### config.mk
export PLATFORM = sky130hd
export DESIGN_NAME = ir_runlen_enc
export DESIGN_NICKNAME = d
export VERILOG_FILES = /design/src/rtl/irle_pkg.sv /design/src/rtl/irle_tick_gen.sv /design/src/rtl/irle_sync_filter.sv /design/src/rtl/irle_run_coder.sv /design/src/rtl/ir_runlen_enc.sv
export SDC_FILE = /design/constraint.sdc
export NUM_CORES = 1
export LEC_CHECK = 0
export ABC_AREA = 1
export BUFFER_PORTS_ARGS = -buffer_cell sky130_fd_sc_hd__buf_2
export CAP_MARGIN = 5
export CORE_MARGIN = 3
export CORE_UTILIZATION = 30
export DETAILED_ROUTE_END_ITERATION = 16
export GPL_TIMING_DRIVEN = 0
export PLACE_DENSITY = 0.48
export SLEW_MARGIN = 20
export SYNTH_ARGS = -nofsm -noshare
export SYNTH_HDL_FRONTEND = slang
export SYNTH_HIERARCHICAL = 1
export SYNTH_SLANG_ARGS = --single-unit
### constraint.sdc
create_clock -name clk -period 2.58 [get_ports clk]
set_input_delay 0.129 -clock clk [delete_from_list [all_inputs] [get_ports clk]]
set_output_delay 0.129 -clock clk [all_outputs]
set_load 0.01 [all_outputs]
### src/rtl/irle_pkg.sv
package irle_pkg;
  localparam int RUN_W = 7;
  localparam logic [1:0] MODE_RUNLEN = 2'b11;
  localparam logic [RUN_W-1:0] RUN_FULL = '1;
  typedef logic [RUN_W:0] rl_code_t;

  function automatic rl_code_t pack_code(input logic lvl, input logic [RUN_W-1:0] len_m1);
    return {lvl, len_m1};
  endfunction
endpackage

### src/rtl/irle_tick_gen.sv
module irle_tick_gen #(
  parameter int DIV = 64
) (
  input  logic clk,
  input  logic rst_n,
  input  logic en,
  output logic tick_o
);
  generate
    if (DIV <= 1) begin : g_pass
      assign tick_o = en;
    end else begin : g_div
      localparam int CW = $clog2(DIV);
      localparam logic [CW-1:0] LAST = CW'(DIV - 1);
      logic [CW-1:0] cnt_q;

      always_ff @(posedge clk or negedge rst_n) begin
        if (!rst_n)            cnt_q <= '0;
        else if (!en)          cnt_q <= '0;
        else if (cnt_q == LAST) cnt_q <= '0;
        else                   cnt_q <= cnt_q + 1'b1;
      end

      assign tick_o = en && (cnt_q == LAST);

      AST_TICK_SPACED: assert property (@(posedge clk) disable iff (!rst_n)
        tick_o |=> !tick_o);
    end
  endgenerate
endmodule

### src/rtl/irle_sync_filter.sv
module irle_sync_filter #(
  parameter int NOISE_W = 6
) (
  input  logic               clk,
  input  logic               rst_n,
  input  logic               en,
  input  logic               tick,
  input  logic               invert,
  input  logic [NOISE_W-1:0] noise_thr,
  input  logic               raw_i,
  output logic               lvl_o
);
  logic               s1_q, s2_q;
  logic               flt_q;
  logic [NOISE_W-1:0] nz_q;
  logic               smp;

  always_ff @(posedge clk or negedge rst_n) begin
    if (!rst_n) begin
      s1_q <= 1'b0;
      s2_q <= 1'b0;
    end else begin
      s1_q <= raw_i;
      s2_q <= s1_q;
    end
  end

  assign smp = s2_q ^ invert;

  always_ff @(posedge clk or negedge rst_n) begin
    if (!rst_n) begin
      flt_q <= 1'b0;
      nz_q  <= '0;
    end else if (!en) begin
      flt_q <= 1'b0;
      nz_q  <= '0;
    end else if (tick) begin
      if (smp == flt_q) begin
        nz_q <= '0;
      end else if (nz_q >= noise_thr) begin
        flt_q <= smp;
        nz_q  <= '0;
      end else begin
        nz_q <= nz_q + 1'b1;
      end
    end
  end

  assign lvl_o = flt_q;

  AST_FILTER_ON_TICK: assert property (@(posedge clk) disable iff (!rst_n)
    (flt_q != $past(flt_q)) |-> ($past(tick) || !$past(en)));
endmodule

### src/rtl/irle_run_coder.sv
module irle_run_coder
  import irle_pkg::*;
#(
  parameter int IDLE_W = 8
) (
  input  logic              clk,
  input  logic              rst_n,
  input  logic              en,
  input  logic              tick,
  input  logic              lvl,
  input  logic [IDLE_W-1:0] idle_thr,
  output logic              emit_o,
  output rl_code_t          code_o,
  output logic              pkt_end_o
);
  logic             active_q;
  logic             cur_q;
  logic [RUN_W-1:0] cnt_q;
  logic [IDLE_W-1:0] idle_q;
  logic             full;

  assign full   = (cnt_q == RUN_FULL);
  assign code_o = pack_code(cur_q, cnt_q);

  always_comb begin
    emit_o    = 1'b0;
    pkt_end_o = 1'b0;
    if (en && tick && active_q) begin
      if (lvl != cur_q) begin
        emit_o = 1'b1;
      end else if (full) begin
        emit_o    = 1'b1;
        pkt_end_o = !cur_q && (idle_q == idle_thr);
      end
    end
  end

  always_ff @(posedge clk or negedge rst_n) begin
    if (!rst_n) begin
      active_q <= 1'b0;
      cur_q    <= 1'b0;
      cnt_q    <= '0;
      idle_q   <= '0;
    end else if (!en) begin
      active_q <= 1'b0;
      cur_q    <= 1'b0;
      cnt_q    <= '0;
      idle_q   <= '0;
    end else if (tick) begin
      if (!active_q) begin
        if (lvl) begin
          active_q <= 1'b1;
          cur_q    <= 1'b1;
          cnt_q    <= '0;
          idle_q   <= '0;
        end
      end else if (lvl != cur_q) begin
        cur_q  <= lvl;
        cnt_q  <= '0;
        idle_q <= '0;
      end else if (full) begin
        cnt_q <= '0;
        if (!cur_q) begin
          if (pkt_end_o) active_q <= 1'b0;
          else           idle_q   <= idle_q + 1'b1;
        end
      end else begin
        cnt_q <= cnt_q + 1'b1;
      end
    end
  end

  AST_IDLE_STOPS: assert property (@(posedge clk) disable iff (!rst_n)
    pkt_end_o |=> !active_q);
  AST_NO_EMIT_IDLE: assert property (@(posedge clk) disable iff (!rst_n)
    !active_q |-> !emit_o);
endmodule

### src/rtl/ir_runlen_enc.sv
module ir_runlen_enc
  import irle_pkg::*;
#(
  parameter int DIV     = 64,
  parameter int NOISE_W = 6,
  parameter int IDLE_W  = 8
) (
  input  logic               clk,
  input  logic               rst_n,
  input  logic               glob_en,
  input  logic               rx_en,
  input  logic [1:0]         mode,
  input  logic               invert,
  input  logic [NOISE_W-1:0] noise_thr,
  input  logic [IDLE_W-1:0]  idle_thr,
  input  logic               ir_in,
  output logic               code_valid,
  input  logic               code_ready,
  output logic [7:0]         code_data,
  output logic               pkt_end
);
  logic     run_en;
  logic     tick;
  logic     flt_lvl;
  logic     c_emit;
  logic     c_pe;
  rl_code_t c_code;

  assign run_en = glob_en && rx_en && (mode == MODE_RUNLEN);

  irle_tick_gen #(.DIV(DIV)) u_tick (
    .clk(clk), .rst_n(rst_n), .en(run_en), .tick_o(tick)
  );

  irle_sync_filter #(.NOISE_W(NOISE_W)) u_filt (
    .clk(clk), .rst_n(rst_n), .en(run_en), .tick(tick), .invert(invert),
    .noise_thr(noise_thr), .raw_i(ir_in), .lvl_o(flt_lvl)
  );

  irle_run_coder #(.IDLE_W(IDLE_W)) u_coder (
    .clk(clk), .rst_n(rst_n), .en(run_en), .tick(tick), .lvl(flt_lvl),
    .idle_thr(idle_thr), .emit_o(c_emit), .code_o(c_code), .pkt_end_o(c_pe)
  );

  always_ff @(posedge clk or negedge rst_n) begin
    if (!rst_n) begin
      code_valid <= 1'b0;
      code_data  <= '0;
      pkt_end    <= 1'b0;
    end else if (!run_en) begin
      code_valid <= 1'b0;
      pkt_end    <= 1'b0;
    end else begin
      pkt_end <= c_pe;
      if (code_valid && code_ready) code_valid <= 1'b0;
      if (c_emit && (!code_valid || code_ready)) begin
        code_data  <= c_code;
        code_valid <= 1'b1;
      end
    end
  end

  AST_HOLD_STABLE: assert property (@(posedge clk) disable iff (!rst_n)
    (code_valid && !code_ready && run_en) |=> (code_valid && $stable(code_data)));
  AST_PE_WITH_CODE: assert property (@(posedge clk) disable iff (!rst_n)
    pkt_end |-> code_valid);
  AST_DISABLED_SILENT: assert property (@(posedge clk) disable iff (!rst_n)
    !run_en |=> (!code_valid && !pkt_end));
endmodule

==> results by stage <==
Min path:
- The class of the tightest hold or removal check is primary input to async pin.

Setup path:
- The critical path capture point type is a flip-flop.
- The slowest stage of the critical path belongs to the cell sky130_fd_sc_hd__dfrtp_1.
- STA puts the critical path data arrival time at 2430 ps.
- Walking the worst path, the cells encountered are ha_1 -> nand3_1 -> nor3b_4 -> inv_1 -> nor2_2 -> a21boi_0 -> inv_1 -> a21oi_4 -> nand2_4 -> nand2_1 -> nand2_1.
- The worst setup path is of the flip-flop to flip-flop kind.
- The worst path buffer plus inverter count is 2.
- The top fanout value on the critical path is 8.
- The minimum setup slack among reg-to-reg paths is 350 ps.
- The kind of cell with the highest combined delay along the critical path is simple AND/OR/NAND/NOR gates.
- The largest stage delay on the critical path is 410 ps.
- Data on the critical path is required at its endpoint by 2780 ps.
- The critical path startpoint category is a flip-flop.

Synth:
- The biggest area contributor in the post-synthesis netlist is sky130_fd_sc_hd__dfrtp_1.
- Yosys printed 6 warnings.
- The synthesized design contains 42 register bits.
- The mean area per synthesized cell is 7.241 µm².
- The post-synthesis net count is 400.
- By area the synthesized netlist is led by sky130_fd_sc_hd__dfrtp_1, sky130_fd_sc_hd__nand2_1, sky130_fd_sc_hd__inv_1.
- The sequential share of the synthesized area is 39.66%.
- The number of instances in the synthesized netlist is 366.
- The share of synthesized area in the top cell type comes to 39.66%.
- After synthesis, the netlist uses 32 different library cells.
- After synthesis the cells add up to 0.002650 mm².

Clock tree:
- No sink is reached through more buffers than the 2 on the longest clock path.
- The clock latency at the later pin of the worst-skew pair is 300 ps.
- Clock-pin slew was measured on the worst setup and hold paths at 90 ps.
- The number of clock buffers added by TritonCTS is 5.
- The tree is rooted in a sky130_fd_sc_hd__clkbuf_8.
- The depth of the CTS H-tree is 2.
- Counting every sink on the clock net gives 42.
- The CTS tree is built.

Pwr:
- For this design the static power due to leakage is 1.702 nW.
- Net switching is 23.68% of the power.
- The switching power is 0.0003048 W.
- In this run the power density over the cells is 413.5 mW/mm².
- The design draws 0.001287 W.
- The clock share of power is 41.4%.
- The internal power summed over all cells is 0.0009819 W.
- IR analysis of the VDD net gives a maximum drop of 235.4 µV.
- The logic gate share of total power is 7.0%.
- The portion of total power attributed to sequential cells is 51.6%.

Timing:
- The share of the clock period used by the worst path is 86.30%.
- Setup repair after global routing left no endpoint under its margin.
- After layout, the minimum clock period comes to 2227 ps.
- The total count of hold-check failures in the final report is 42.
- The highest clock rate is 449.1 MHz.
- The final-report setup violation count is 0.
- Between clock sinks in the finished design, the worst skew comes to 15.07 ps.
- The final worst hold slack is -42.38 ps.
- The max-slew violation total from the final report is 0.
- The actual transition at the worst max-transition pin is 927.0 ps.
- Headroom to the max-slew limit came out at 38.20%.

Global route:
- The global router's overall resource usage is 11.54%.
- The global-route wire length before repair is 9.328 mm.
- The initial antenna violation count was 0.
- The via count of the first global-routing pass is 2069.
- The largest net degree at the start of global routing is 43.
- After global routing the overflow that remains totals 0.

Detailed routing:
- The DRC violation count after routing is 0.
- The routed layout has 2231 vias.
- The average via count per standard cell is 4.332.
- The final antenna-violating net count is 0.
- The initial detailed-routing violation count is 63.
- The post-detailed-routing wire length is 5.409 mm.
- After detailed routing, the average wire length per cell comes to 10.50 µm.
- Before antenna repair, the detailed router went through 5 iterations.

Run status:
- The flow ran to the end, but the final reports show violations.
- The final reports fail on hold timing.

Cells and area:
- The end-of-flow core utilization is 37.12%.
- The finished layout holds 515 standard cells, fillers aside.
- The multi-input gate area in the final layout is 0.001381 mm².
- The fill cell instance count of the final layout is 906.
- The repair_antennas step left the layout with diodes totalling 0.
- Cells with a size suffix above 1 make up 18.29% of the layout.
- The area growth from synthesis to layout is 17.42%.
- Summing all flip-flop and latch instances after layout gives 0.001051 mm².
- At the end of the flow, the number of nets in the layout was 443.

Placement:
- Buffers placed on the I/O ports in this run total 32.
- The final RePlAce weighted congestion is 0.7854.
- The HPWL after detailed placement is 4.126 mm.
- The total placed cells including tap cells is 503.

Die:
- The floorplan has 33 rows.
- The floorplan step defined a die boundary enclosing 0.009997 mm².
- For this configuration, the core starts out at a cell density of 31.62%.
- From bottom edge to top edge, the die measures 99.99 µm.
- The die is 99.99 µm wide.
- In this run the count of I/O pins placed on the die edge is 33.
- The area of the core is 0.008382 mm².

Run:
- The total of max-cap violations is 0.
[cell usage in the layout, fill, tap and decap left out, types with 6 or more instances in the layout]
cell type,count
sky130_fd_sc_hd__o21ai_0,8
sky130_fd_sc_hd__nand2_1,127
sky130_fd_sc_hd__nor2_1,29
sky130_fd_sc_hd__xnor2_1,6
sky130_fd_sc_hd__nand3_1,35
sky130_fd_sc_hd__buf_2,32
sky130_fd_sc_hd__ha_1,11
sky130_fd_sc_hd__nand2_2,6
sky130_fd_sc_hd__dfrtp_1,42
sky130_fd_sc_hd__inv_1,51
sky130_fd_sc_hd__nor3_1,7
[power groups by stage]
stage	logic, W	clock network [W]	registers, W
detailed placement	0.0000919	0	0.000677
floorplan	0.0000494	0	0.000676
finish	0.0000901	0.000533	0.000663
CTS	0.0000934	0.000559	0.000664
global route	0.000106	0.000589	0.000664
global placement	0.0000909	0	0.000677
[sequential cells by signal, summed over array words and instances (netlist names)]
register and cells:
code_valid 1, u_filt/s2_q 1, u_filt/s1_q 1, u_filt/nz_q 6, u_coder/idle_q 8, u_filt/lvl_o 1
pkt_end 1, u_coder/cnt_q 7, code_data 8, u_coder/cur_q 1, u_coder/active_q 1, u_tick/g_div.cnt_q 6
[final cells by class]
cell class | instances | area share, %
flip-flops and latches | 42 | 33.78
plain buffers | 2 | 0.6031
clock buffers | 5 | 2.212
clock inverters | 3 | 1.448
repair buffers | 36 | 6.594
inverters | 56 | 6.755
multi-input cells | 266 | 44.39
well taps | 105 | 4.222
[layer usage]
metal	global-route usage (%)	wire, µm	vias to the layer above
li1	-	-	1225
met1	14.40	2635	974
met2	19.75	2530	27
met3	2.710	181	5
met4	3.627	61	0
met5	0	0	-
[cells by family (layout without fill, tap and decap cells)]
kind of cell	count (synthesis)	count (layout)	share of synthesized area [%]
and+or+nand+nor	225	225	38.53
buffers and inverters	58	102	8.640
AOI/OAI and AO/OA	23	23	5.666
adders and majority gates	11	11	5.194
DFF	42	42	39.66
xor gates and xnor gates	7	7	2.314
[through the flow]
step | hold WS (ps) | setup slack (ps) | setup TNS, ps | instance area [µm²]
final | -42.38 | 353.4 | 0 | 3112
after global routing | 30.95 | 107.7 | 0 | 3112
after CTS | 5.143 | 127.9 | 0 | 3070
after detailed placement | 238.7 | -118.8 | -852.9 | 2942
after global placement | 237.4 | -92.51 | -691.8 | 2942
after floorplan | -166.6 | 344.9 | 0 | 2650
[path summary, 6_finish.rpt]
path	startpoint	to	depth (start not counted)
worst max-delay path	u_tick/g_div.cnt_q[0]	code_data[7]	11
worst min-delay path	rst_n	u_coder/cnt_q[5]	1
worst max register to register	u_tick/g_div.cnt_q[0]	code_data[7]	11
worst min register to register	u_filt/s1_q	u_filt/s2_q	0
max in group asynchronous	rst_n	u_tick/g_div.cnt_q[1]	1
min in group clk	mode[1]	pkt_end	3
[timing repair]
item | 4_1_cts | 5_1_grt
buffers inserted | 0 | 3
pin swaps | 0 | 1
hold endpoints to repair | 1 | 0
endpoints found under the setup margin | 8 | 8
gates resized for setup | 1 | 1
hold buffers | 1 | 0
[cell usage after synthesis, drive strengths merged]
library cell and instances:
nor3b 3, xor2 1, nor3 7, o21bai 1
a21oi 7, nand4 1, nor2 36, a21o 1
nand3 39, o21ai 11, o31ai 1, or2 1
a21boi 1, o211ai 1, buf 2, xnor2 6
inv 56, nand3b 2, nand2 136, dfrtp 42
ha 11
No activity file was read; power rests on OpenSTA's default activity.
